**config.mk**
```make
export PLATFORM = sky130hd
export DESIGN_NAME = tcmp_channel
export DESIGN_NICKNAME = d
export VERILOG_FILES = /design/src/rtl/tcmp_pkg.sv /design/src/rtl/tcmp_bus_port.sv /design/src/rtl/tcmp_value_store.sv /design/src/rtl/tcmp_match_unit.sv /design/src/rtl/tcmp_flag_ctl.sv /design/src/rtl/tcmp_channel.sv
export SDC_FILE = /design/constraint.sdc
export NUM_CORES = 1
export LEC_CHECK = 0
export BUFFER_PORTS_ARGS = -buffer_cell sky130_fd_sc_hd__buf_2
export CAP_MARGIN = 20
export CORE_AREA = 2 2 130 69
export CTS_CLUSTER_DIAMETER = 100
export DETAILED_ROUTE_END_ITERATION = 7
export DIE_AREA = 0 0 132 71
export GPL_ROUTABILITY_DRIVEN = 0
export SLEW_MARGIN = 20
export SYNTH_ARGS = -nofsm -noshare
export SYNTH_HDL_FRONTEND = slang
export SYNTH_SLANG_ARGS = --single-unit
```
**constraint.sdc**
```tcl
create_clock -name clk -period 1.9 [get_ports clk]
set_clock_uncertainty 0.1 [all_clocks]
set_input_delay 0 -clock clk [delete_from_list [all_inputs] [get_ports clk]]
set_output_delay 0 -clock clk [all_outputs]
set_load 0.02 [all_outputs]
```
**src/rtl/tcmp_pkg.sv**
```systemverilog
package tcmp_pkg;

  typedef enum logic [1:0] {
    MODE_FREE    = 2'd0,
    MODE_CLR     = 2'd1,
    MODE_PWM_TOP = 2'd2,
    MODE_PWM_BOT = 2'd3
  } cmp_mode_e;

  localparam logic [1:0] REG_LO   = 2'd0;
  localparam logic [1:0] REG_HI   = 2'd1;
  localparam logic [1:0] REG_FLAG = 2'd2;
  localparam logic [1:0] REG_RSVD = 2'd3;

  // PWM modes are the buffered ones
  function automatic logic mode_buffered(cmp_mode_e m);
    return (m == MODE_PWM_TOP) || (m == MODE_PWM_BOT);
  endfunction

  // Shadow-to-active transfer point for the given mode
  function automatic logic load_point(cmp_mode_e m, logic tk, logic at_top, logic at_bot);
    logic r;
    case (m)
      MODE_PWM_TOP: r = tk && at_top;
      MODE_PWM_BOT: r = tk && at_bot;
      default:      r = 1'b0;
    endcase
    return r;
  endfunction

  // Flag next-state: a set beats a clear
  function automatic logic flag_next(logic cur, logic set_i, logic clr_i);
    if (set_i)      return 1'b1;
    else if (clr_i) return 1'b0;
    else            return cur;
  endfunction

endpackage

```
**src/rtl/tcmp_bus_port.sv**
```systemverilog
module tcmp_bus_port #(
  parameter int BUS_W = 8,
  localparam int VAL_W = 2 * BUS_W
) (
  input  logic             clk,
  input  logic             rst_n,
  input  logic             bus_wr,
  input  logic [1:0]       bus_addr,
  input  logic [BUS_W-1:0] bus_wdata,
  output logic             commit_stb,
  output logic [VAL_W-1:0] commit_val,
  output logic             flag_wr1
);
  import tcmp_pkg::*;

  logic [BUS_W-1:0] hold_q;

  // Upper byte is parked until the lower byte arrives
  always_ff @(posedge clk) begin
    if (!rst_n) hold_q <= '0;
    else if (bus_wr && bus_addr == REG_HI) hold_q <= bus_wdata;
  end

  assign commit_stb = bus_wr && (bus_addr == REG_LO);
  assign commit_val = {hold_q, bus_wdata};
  assign flag_wr1   = bus_wr && (bus_addr == REG_FLAG) && bus_wdata[0];

endmodule

```
**src/rtl/tcmp_value_store.sv**
```systemverilog
module tcmp_value_store #(
  parameter int VAL_W = 16
) (
  input  logic             clk,
  input  logic             rst_n,
  input  logic             buffered,
  input  logic             load_evt,
  input  logic             commit_stb,
  input  logic [VAL_W-1:0] commit_val,
  output logic [VAL_W-1:0] active_q,
  output logic [VAL_W-1:0] shadow_q
);

  // Shadow always tracks committed words; in direct modes the active
  // register takes the same word, in buffered modes it waits for load_evt.
  always_ff @(posedge clk) begin
    if (!rst_n) begin
      shadow_q <= '0;
      active_q <= '0;
    end else begin
      if (commit_stb) shadow_q <= commit_val;
      if (buffered) begin
        if (load_evt) active_q <= shadow_q;
      end else if (commit_stb) begin
        active_q <= commit_val;
      end
    end
  end

endmodule

```
**src/rtl/tcmp_match_unit.sv**
```systemverilog
module tcmp_match_unit #(
  parameter int VAL_W = 16
) (
  input  logic             clk,
  input  logic             rst_n,
  input  logic             tick,
  input  logic [VAL_W-1:0] cnt_val,
  input  logic [VAL_W-1:0] active_val,
  output logic             match_pulse,
  output logic             flag_set
);

  logic equal;
  logic seen_q;

  assign equal = (cnt_val == active_val);

  always_ff @(posedge clk) begin
    if (!rst_n) begin
      match_pulse <= 1'b0;
      seen_q      <= 1'b0;
    end else begin
      match_pulse <= tick && equal;
      if (tick) seen_q <= equal;
    end
  end

  // Equality observed on the previous tick sets the flag on this tick
  assign flag_set = tick && seen_q;

endmodule

```
**src/rtl/tcmp_flag_ctl.sv**
```systemverilog
module tcmp_flag_ctl (
  input  logic clk,
  input  logic rst_n,
  input  logic flag_set,
  input  logic irq_ack,
  input  logic flag_wr1,
  input  logic irq_en,
  output logic flag_q,
  output logic irq
);
  import tcmp_pkg::*;

  always_ff @(posedge clk) begin
    if (!rst_n) flag_q <= 1'b0;
    else        flag_q <= flag_next(flag_q, flag_set, irq_ack || flag_wr1);
  end

  assign irq = flag_q && irq_en;

endmodule

```
**src/rtl/tcmp_channel.sv**
```systemverilog
module tcmp_channel #(
  parameter int BUS_W      = 8,
  parameter bit EXPORT_TOP = 1'b1,
  localparam int VAL_W     = 2 * BUS_W
) (
  input  logic             clk,
  input  logic             rst_n,
  input  logic             tick,
  input  logic [VAL_W-1:0] cnt_val,
  input  logic             top_strobe,
  input  logic             bottom_strobe,
  input  logic [1:0]       mode_sel,
  input  logic             bus_wr,
  input  logic             bus_rd,
  input  logic [1:0]       bus_addr,
  input  logic [BUS_W-1:0] bus_wdata,
  output logic [BUS_W-1:0] bus_rdata,
  input  logic             irq_en,
  input  logic             irq_ack,
  output logic             irq,
  output logic             match_pulse,
  output logic [VAL_W-1:0] top_value
);
  import tcmp_pkg::*;

  cmp_mode_e        mode;
  logic             buffered;
  logic             load_evt;
  logic             commit_stb;
  logic [VAL_W-1:0] commit_val;
  logic             flag_wr1;
  logic [VAL_W-1:0] active_val;
  logic [VAL_W-1:0] shadow_val;
  logic             flag_set;
  logic             flag_q;

  assign mode     = cmp_mode_e'(mode_sel);
  assign buffered = mode_buffered(mode);
  assign load_evt = load_point(mode, tick, top_strobe, bottom_strobe);

  tcmp_bus_port #(.BUS_W(BUS_W)) u_port (
    .clk        (clk),
    .rst_n      (rst_n),
    .bus_wr     (bus_wr),
    .bus_addr   (bus_addr),
    .bus_wdata  (bus_wdata),
    .commit_stb (commit_stb),
    .commit_val (commit_val),
    .flag_wr1   (flag_wr1)
  );

  tcmp_value_store #(.VAL_W(VAL_W)) u_store (
    .clk        (clk),
    .rst_n      (rst_n),
    .buffered   (buffered),
    .load_evt   (load_evt),
    .commit_stb (commit_stb),
    .commit_val (commit_val),
    .active_q   (active_val),
    .shadow_q   (shadow_val)
  );

  tcmp_match_unit #(.VAL_W(VAL_W)) u_match (
    .clk         (clk),
    .rst_n       (rst_n),
    .tick        (tick),
    .cnt_val     (cnt_val),
    .active_val  (active_val),
    .match_pulse (match_pulse),
    .flag_set    (flag_set)
  );

  tcmp_flag_ctl u_flag (
    .clk      (clk),
    .rst_n    (rst_n),
    .flag_set (flag_set),
    .irq_ack  (irq_ack),
    .flag_wr1 (flag_wr1),
    .irq_en   (irq_en),
    .flag_q   (flag_q),
    .irq      (irq)
  );

  // Read-back of the active word and the flag
  always_comb begin
    bus_rdata = '0;
    if (bus_rd) begin
      case (bus_addr)
        REG_LO:   bus_rdata = active_val[BUS_W-1:0];
        REG_HI:   bus_rdata = active_val[VAL_W-1:BUS_W];
        REG_FLAG: bus_rdata = {{(BUS_W-1){1'b0}}, flag_q};
        default:  bus_rdata = '0;
      endcase
    end
  end

  generate
    if (EXPORT_TOP) begin : g_top
      logic [VAL_W-1:0] top_q;
      always_ff @(posedge clk) begin
        if (!rst_n) top_q <= '0;
        else        top_q <= active_val;
      end
      assign top_value = top_q;
    end else begin : g_no_top
      assign top_value = '0;
    end
  endgenerate

endmodule

```
* After elaboration in Yosys (flattened, before gate mapping)
Index checks and enable logic that the tools add are counted.
** Word-level totals
- Flip-flop bits (word level) :: 59
- Input port bits :: 37
- Output and inout bits :: 26
- Logic and storage cells :: 36
** Operators by class
- Equality and inequality tests :: 6
- Multiplexer cells :: 8
- Reduce and logical (&&, ||, !) cells :: 15
** Operators with widths (count)
- 16-bit 2-to-1 mux :: 3
- 8-bit case mux with 3 select lines :: 1
- 16-bit == test :: 1
- 1-bit logical AND :: 9
- 8-bit 2-to-1 mux :: 1
- 2-bit == test (second input constant) :: 3
- 2-bit nonzero test :: 2
- 2-bit by 1-bit == test with 1-bit output (second input constant) :: 1
- 2-bit zero test :: 1
- 1-bit logical OR :: 2
- 1-bit 2-to-1 mux :: 2
- 2-bit by 1-bit inequality test with 1-bit output (second input constant) :: 1
- 1-bit case mux with 2 select lines :: 1
- 2-bit AND reduction :: 1

* Longest topological paths before layout
Gate-level depths: netlist (run 1).
- Word-level depth :: 6
- Depth in mapped cells :: 6
- Depth with buffers taken out :: 4

* By module
From an unflattened synthesis (run 1), not the netlist that was laid out.
** Unflattened totals
- Cells, all modules :: 258
- Area total of the unflattened synthesis :: 2666.3 um2
** By module, submodules not included
- tcmp_value_store :: instances 1, cells an instance 123, area each 1375.1 um2, seq. area each 640.6 um2
- tcmp_channel :: instances 1, cells an instance 57, area each 589.3 um2, seq. area each 320.3 um2
- tcmp_bus_port :: instances 1, cells an instance 46, area each 411.6 um2, seq. area each 160.2 um2
- tcmp_match_unit :: instances 1, cells an instance 28, area each 242.7 um2, seq. area each 40.0 um2
- tcmp_flag_ctl :: instances 1, cells an instance 4, area each 47.5 um2, seq. area each 20.0 um2

* Least setup slack after synthesis (run 1)
No wires, ideal clock.
- Path type :: reg2reg
- Start :: register u_store.active_q[11]
- End :: register u_match.seen_q
- Setup time :: 0.074 ns
- Data arrival time :: 1.208 ns
- Required time :: 1.726 ns
- Path slack :: 0.518 ns
- Stages on the path, launching flop included :: 5
- Buffers on the path :: 0
- Period minus slack after synthesis :: 1.382 ns
- Cell sequence :: dfxtp_1 -> xnor2_1 -> nand4_1 -> or4_1 -> o21ai_0
** On the way
- Word-level cells in the longest chain between the ends :: 1
** RTL lines
- start: declaration :: line tcmp_value_store.sv:10 : output logic [VAL_W-1:0] active_q,
- start signal: assignment :: line tcmp_value_store.sv:23 : if (load_evt) active_q <= shadow_q;
- start signal: assignment :: line tcmp_value_store.sv:25 : active_q <= commit_val;
- 16-bit == test :: line tcmp_match_unit.sv:16 : assign equal = (cnt_val == active_val);
- end signal: assignment :: line tcmp_match_unit.sv:24 : if (tick) seen_q <= equal;
- end: declaration :: line tcmp_match_unit.sv:14 : logic seen_q;
No other way between the ends.
A chain may end at the register's enable or synchronous reset.

* Final worst setup path (run 1)
Ends and elaborated chain as after synthesis.

==> flow_metrics.tcl, run 1 <==
set metrics [dict create \
    max-slew-margin-rel_pct 66.5 \
    post_dp_cell_area_um2 2970 \
    status "completed" \
    tritoncts "yes" \
    clock-sinks 59 \
    drt-wirelength-per-cell_um 12.9 \
    holdCritStartpoint "cnt_val[5]" \
    vdd.ir_drop.worst_uv 548 \
    hp-class "input pin to flip-flop" \
    rr_worst_depth 4 \
    fp.dieW_um 132 \
    ant_nets 0 \
    yosys_warnings 0 \
    rsz0062_at_grt "false" \
    syn_inst 259 \
    area_growth_pct 35.9 \
    yosys.area_share.simple_pct 18.5 \
    cp-start-kind "flip-flop" \
    p_comb_share_pct 10.6 \
    clk_path_buf_depth 2 \
    clk_latency_ns 0.32 \
    drv_slew 0 \
    synth_nets 296 \
    dp_hpwl_um 4210 \
    drtPass1Iterations 5 \
    seqPwrFrac_pct 41.1 \
    initial_core_util_pct 30.6 \
    grt_pass1_vias 2006 \
    post_cts_resized 0 \
    leakagePower_nw 1.64 \
    r2r-start "u_store.active_q[11]" \
    rows 24 \
    cp.arrival_ns 1.72 \
    grt_overflow_total 0 \
    ys_seq_elements 59 \
    finalPower_mw 3.24 \
    grt.total_usage_pct 13.7 \
    cts_root_buffer "clkbuf_16" \
    final_cell_mix "buf_2 (62), dfxtp_1 (59), nand2_1 (50), mux2i_1 (33), dlygate4sd3_1 (20)" \
    die_h_um 71 \
    core-area_um2 8320 \
    p_switching_uw 727 \
    drv_cap 0 \
    finalSetupViolCount 0 \
    hold_viol 0 \
    numCtsBuffers 9 \
    drt_iter0_drc 141 \
    port_buffers 62 \
    ys_seq_area_share_pct 46.4 \
    synth_compound_area_share_pct 12.7 \
    path_clk_slew_ns 0.05 \
    crit_required_ns 2.05 \
    routed_wl_um 5980 \
    powerDensity_nw_per_um2 936 \
    worst_slack_ns 0.330 \
    drive_gt1_share_pct 23.9 \
    grt_pass1_wl_um 9890 \
    vias 2044 \
    p_int_mw 2.51 \
    final_cell_count_no_fill 465 \
    tightestPinTransition_ns 0.503 \
    power.share.switching_pct 22.4 \
    synth.area.mux_share_pct 13.0 \
    netlist_area_um2 2550 \
    fin_nets 380 \
    synthAdderAreaFrac_pct 0 \
    postSynthAreaPerCell_um2 9.84 \
    critPathKind "flip-flop to flip-flop" \
    die_area_um2 9370 \
    dp_slack_ns 0.355 \
    ys_types 24 \
    dp.cells 429 \
    cts.htree.levels 3 \
    final.setup.tns_ns 0 \
    regToRegSetupSlack_ns 0.33 \
    holdPathEnd "u_match.match_pulse" \
    post-route-cell-area_um2 3460 \
    pwr-share-clk_pct 48.4 \
    cp-end-kind "flip-flop" \
    drc_errors 0 \
    fin_crit_sh_pct 82.7 \
    crit_fanout 4 \
    synth-xor-area-share_pct 5.50 \
    rr_endpoint "u_match.seen_q" \
    viasPerCell 4.40 \
    timing.fmax_mhz 637 \
    synth_top_family_by_area "simple AND/OR/NAND/NOR gates" \
    antennaDiodeCount 0 \
    antenna_found_initial 0 \
    final_common_cell "buf_2" \
    grt_max_degree 59 \
    post-route-min-period_ns 1.57 \
    holdPathStages 5 \
    num_io_pins 63 \
]
-- critical path, stage by stage (launching register included) --
cell,delay (ns)
dfxtp_1,0.33
xnor2_1,0.25
nand4_1,0.13
or4_1,0.54
o21ai_0,0.15
-- sequential cells by signal, summed over array words and instances (netlist names) --
| register | cells |
|---|---|
| u_port.hold_q | 8 |
| u_flag.flag_q | 1 |
| u_store.active_q | 16 |
| top_value | 16 |
| u_match.seen_q | 1 |
| u_match.match_pulse | 1 |
| u_store.shadow_q | 16 |
-- power groups by stage --
stage                     Combinational, mW  Sequential, mW  Clock [mW]
after global placement                0.313            1.35           0
after detailed placement              0.315            1.36           0
final                                 0.343            1.33        1.57
after CTS                             0.349            1.33        1.61
after global routing                  0.378            1.34        1.68
after floorplan                       0.193            1.36           0
-- layer usage --
| layer | track usage (%) | share of wire (%) |
|---|---|---|
| met3 | 5.38 | 6.9 |
| met4 | 3.99 | 0.64 |
| met5 | 0 | 0 |
| met2 | 19.2 | 41 |
| met1 | 19.3 | 52 |
-- metrics by stage --
stage / hold slack (ns) / utilization [%]
6_report: 0.00346 / 41.6
3_3_place_gp: 0.173 / 35.7
2_1_floorplan: 0.0449 / -
5_1_grt: 0.0428 / 41.6
4_1_cts: 0.00373 / 41.6
3_5_place_dp: 0.182 / 35.7
-- what timing repair did --
item / 4_1_cts / 5_1_grt
endpoints found under the hold margin: 25 / 0
hold buffers: 20 / 0
buffers inserted: 0 / 0
-- cells in the mapped netlist, drive strengths merged --
| cell type | count | area (um^2) |
|---|---|---|
| a21oi | 1 | 5.00 |
| and2 | 18 | 113 |
| nand2b | 1 | 6.26 |
| o211a | 16 | 160 |
| nand2 | 50 | 188 |
| nand3b | 2 | 15.0 |
| nand3 | 2 | 10.0 |
| or3b | 1 | 8.76 |
| nor2 | 8 | 30.0 |
| o21ai | 2 | 10.0 |
| nor2b | 10 | 62.6 |
| dfxtp | 59 | 1180 |
| a21boi | 16 | 120 |
| inv | 1 | 3.75 |
| nand4 | 3 | 18.8 |
| xnor2 | 16 | 140 |
| buf | 9 | 70.1 |
| a311oi | 1 | 8.76 |
| clkbuf | 7 | 26.3 |
| mux2i | 33 | 330 |
| nor3b | 1 | 12.5 |
| o22ai | 1 | 20.0 |
| or4 | 1 | 7.51 |
-- cells by family after synthesis --
family	Yosys count
AO/OA/AOI/OAI	37
AND/OR/NAND/NOR	97
multiplexers	33
buffers and inverters	17
XOR/XNOR	16
flip-flops	59
-- worst max path at each step --
stage,start,to,cells after the start
floorplan,u_store.active_q[11],u_match.seen_q,4
global placement,u_store.active_q[11],u_match.seen_q,4
detailed placement,u_store.active_q[11],u_match.seen_q,4
CTS,u_store.active_q[3],u_match.seen_q,4
global route,u_store.active_q[11],u_match.seen_q,4
finish,u_store.active_q[11],u_match.seen_q,4
-- area by class of cell --
type	instances	area (um^2)
Sequential cell	59	1180
Inverter	1	3.75
Timing Repair Buffer	89	576
Fill cell	869	4860
Clock inverter	2	35.0
Multi-Input combinational cell	183	1270
Tap cell	117	146
Clock buffer	14	254
No activity file was read; power rests on OpenSTA's default activity.
==> inputs of run 2 (changes only) <==
ABC_AREA = 1   (was default)
CORE_AREA = 2 2 133 70   (was 2 2 130 69)
DIE_AREA = 0 0 135 72   (was 0 0 132 71)
clock period = 1.6 ns   (was 1.9 ns; I/O delays follow)
==> flow_metrics.tcl, run 2 <==
set metrics [dict create \
    p_comb_share_pct 12.2 \
    path_buf_inv 2 \
    die_h_um 72 \
    dp_hpwl_um 5360 \
    num_io_pins 63 \
    seqPwrFrac_pct 41.7 \
    ant_nets 0 \
    grt_pass1_wl_um 11700 \
    final_common_cell "nand2_1" \
    drtPass1Iterations 4 \
    cts.htree.levels 3 \
    r2r-start "u_flag.flag_q" \
    clk_path_buf_depth 2 \
    cp.depth 4 \
    p_switching_uw 961 \
    critPathLaunch "u_store.active_q[12]" \
    initial_core_util_pct 31.5 \
    pwr-share-clk_pct 46.1 \
    crit_family "flip-flops" \
    timing.fmax_mhz 706 \
    n_fill_cell 912 \
    rr_endpoint "u_flag.flag_q" \
    dp.cells 573 \
    crit_fanout 3 \
    yosysTopAreaCell "dfxtp_1" \
    cts_root_buffer "clkbuf_16" \
    numCtsBuffers 9 \
    critPathKind "flip-flop to primary output" \
    rows 24 \
    cp-start-kind "flip-flop" \
    drt_iter0_drc 200 \
    worst_path_max_delay_cell "dfxtp_1" \
    grt_overflow_total 0 \
    postSynthAreaPerCell_um2 6.64 \
    tightestPinTransition_ns 0.573 \
    drv_slew 0 \
    p_int_mw 2.89 \
    viasPerCell 4.36 \
    routed_wl_um 7260 \
    drc_errors 0 \
    port_buffers 62 \
    clk_latency_ns 0.32 \
    rr_worst_depth 3 \
    max-slew-margin-rel_pct 61.6 \
    drive_gt1_share_pct 18.1 \
    ys_seq_elements 59 \
    fin_crit_sh_pct 88.5 \
    tritoncts "yes" \
    core-area_um2 8530 \
    netlist_area_um2 2680 \
    vdd.ir_drop.worst_uv 531 \
    antenna_found_initial 0 \
    area_growth_pct 32.8 \
    cp_cell_sequence "buf_4 -> nand2_1 -> a21oi_1 -> buf_2" \
    yosysMostFrequentCell "nand2_1" \
    setup.worst_path.end "bus_rdata[4]" \
    drt-wirelength-per-cell_um 12.0 \
    fp.dieW_um 135 \
    rsz0062_at_grt "false" \
    fin_nets 520 \
    synth_area_leaders "dfxtp_1 (44%), nand2_1 (13%), o21ai_0 (9.5%), inv_1 (9.0%), nor2_1 (8.1%)" \
    synthDominantCellAreaShare_pct 44.0 \
    status "completed" \
    hold_viol 0 \
    final_cell_count_no_fill 604 \
    synth-async-reset-ratio_pct 0 \
    timing.hold.ws_ns 0.0154 \
    cp-end-kind "primary output" \
    powerDensity_nw_per_um2 1080 \
    grt_pass1_vias 2394 \
    ys_top_cells_by_count "nand2_1 (93), inv_1 (64), dfxtp_1 (59), nor2_1 (58), o21ai_0 (51)" \
    ys_seq_area_share_pct 44.0 \
    synth-main-ff-cell "dfxtp_1" \
    regToRegSetupSlack_ns 0.31 \
    cpPeakStageDelay_ns 0.38 \
    synth-edff-count 0 \
    clock-sinks 59 \
    die_area_um2 9720 \
    synth_nets 441 \
    cp.arrival_ns 1.32 \
    post-route-min-period_ns 1.42 \
    crit_required_ns 1.50 \
    antennaDiodeCount 0 \
    ys_types 23 \
    power.share.switching_pct 24.9 \
    yosys_warnings 0 \
    vias 2631 \
    hp-class "input pin to flip-flop" \
    grt.total_usage_pct 16.0 \
    drv_cap 0 \
    finalSetupViolCount 0 \
    syn_inst 404 \
    leakagePower_nw 1.82 \
    final_util_pct 41.8 \
    final_cell_mix "nand2_1 (93), inv_1 (64), buf_2 (62), dfxtp_1 (59), nor2_1 (58)" \
    final.setup.tns_ns 0 \
    path_clk_slew_ns 0.05 \
    grt_max_degree 50 \
]
[run 2: worst min-delay path by stage]
stage | slack, ns | start | depth (start not counted) | end
after floorplan | 0.03 | irq_en | 2 | irq
after global placement | 0.17 | bus_wdata[4] | 3 | u_store.shadow_q[4]
after detailed placement | 0.18 | bus_wdata[3] | 3 | u_store.shadow_q[3]
after CTS | 0.003 | cnt_val[5] | 6 | u_match.match_pulse
after global routing | 0.04 | cnt_val[10] | 6 | u_match.seen_q
final | 0.02 | cnt_val[5] | 6 | u_match.match_pulse
[run 2: cells by family after synthesis]
kind of cell              share of synthesized area, %
DFF                                               44.0
and+or+nand+nor                                   26.4
buffers and inverters                             12.1
AOI/OAI and AO/OA                                 16.5
xor gates and xnor gates                         0.980
[run 2: power groups by stage]
stage | Combinational [mW] | Clock [mW] | Sequential [mW]
6_report | 0.469 | 1.78 | 1.61
3_5_place_dp | 0.440 | 0 | 1.64
4_1_cts | 0.471 | 1.82 | 1.61
5_1_grt | 0.533 | 1.91 | 1.62
3_3_place_gp | 0.437 | 0 | 1.64
2_1_floorplan | 0.266 | 0 | 1.64
[run 2: cell type report]
class	count	area, um^2	share of cell area, %
clock buffer	13	270	7.59
clock inverter	2	10.0	0.281
inverter	65	244	6.85
multi-input combinational	264	1180	33.2
sequential	59	1180	33.2
tap	117	146	4.11
timing repair buffer	84	528	14.8
[run 2: worst min-delay path, cell delays in order]
cell and delay [ns]:
buf_2 0.09, nand2_1 0.07, nand4_1 0.07, nor2_1 0.04, nand3_1 0.08, nor2_1 0.05
[run 2: routing by layer]
metal	global-route usage [%]	vias to the layer above	wire length, um
met3	5.66	15	387
met4	7.52	0	201
met1	20.8	1148	3540
met5	0	-	0
li1	-	1412	-
met2	23.9	56	3140
[run 2: metrics by stage]
stage / worst slack (ns) / total power [mW] / area (um^2)
floorplan: 0.591 / 1.91 / 2680
global placement: 0.286 / 2.07 / 3120
detailed placement: 0.284 / 2.08 / 3120
CTS: 0.180 / 3.90 / 3560
global route: 0.0917 / 4.06 / 3560
finish: 0.184 / 3.86 / 3560
[run 2: repair_timing]
action / 4_1_cts / 5_1_grt
endpoints found under the setup margin: 0 / 1
buffers inserted: 0 / 0
hold endpoints to repair: 25 / 0
resized for setup: 0 / 1
hold buffers: 16 / 0
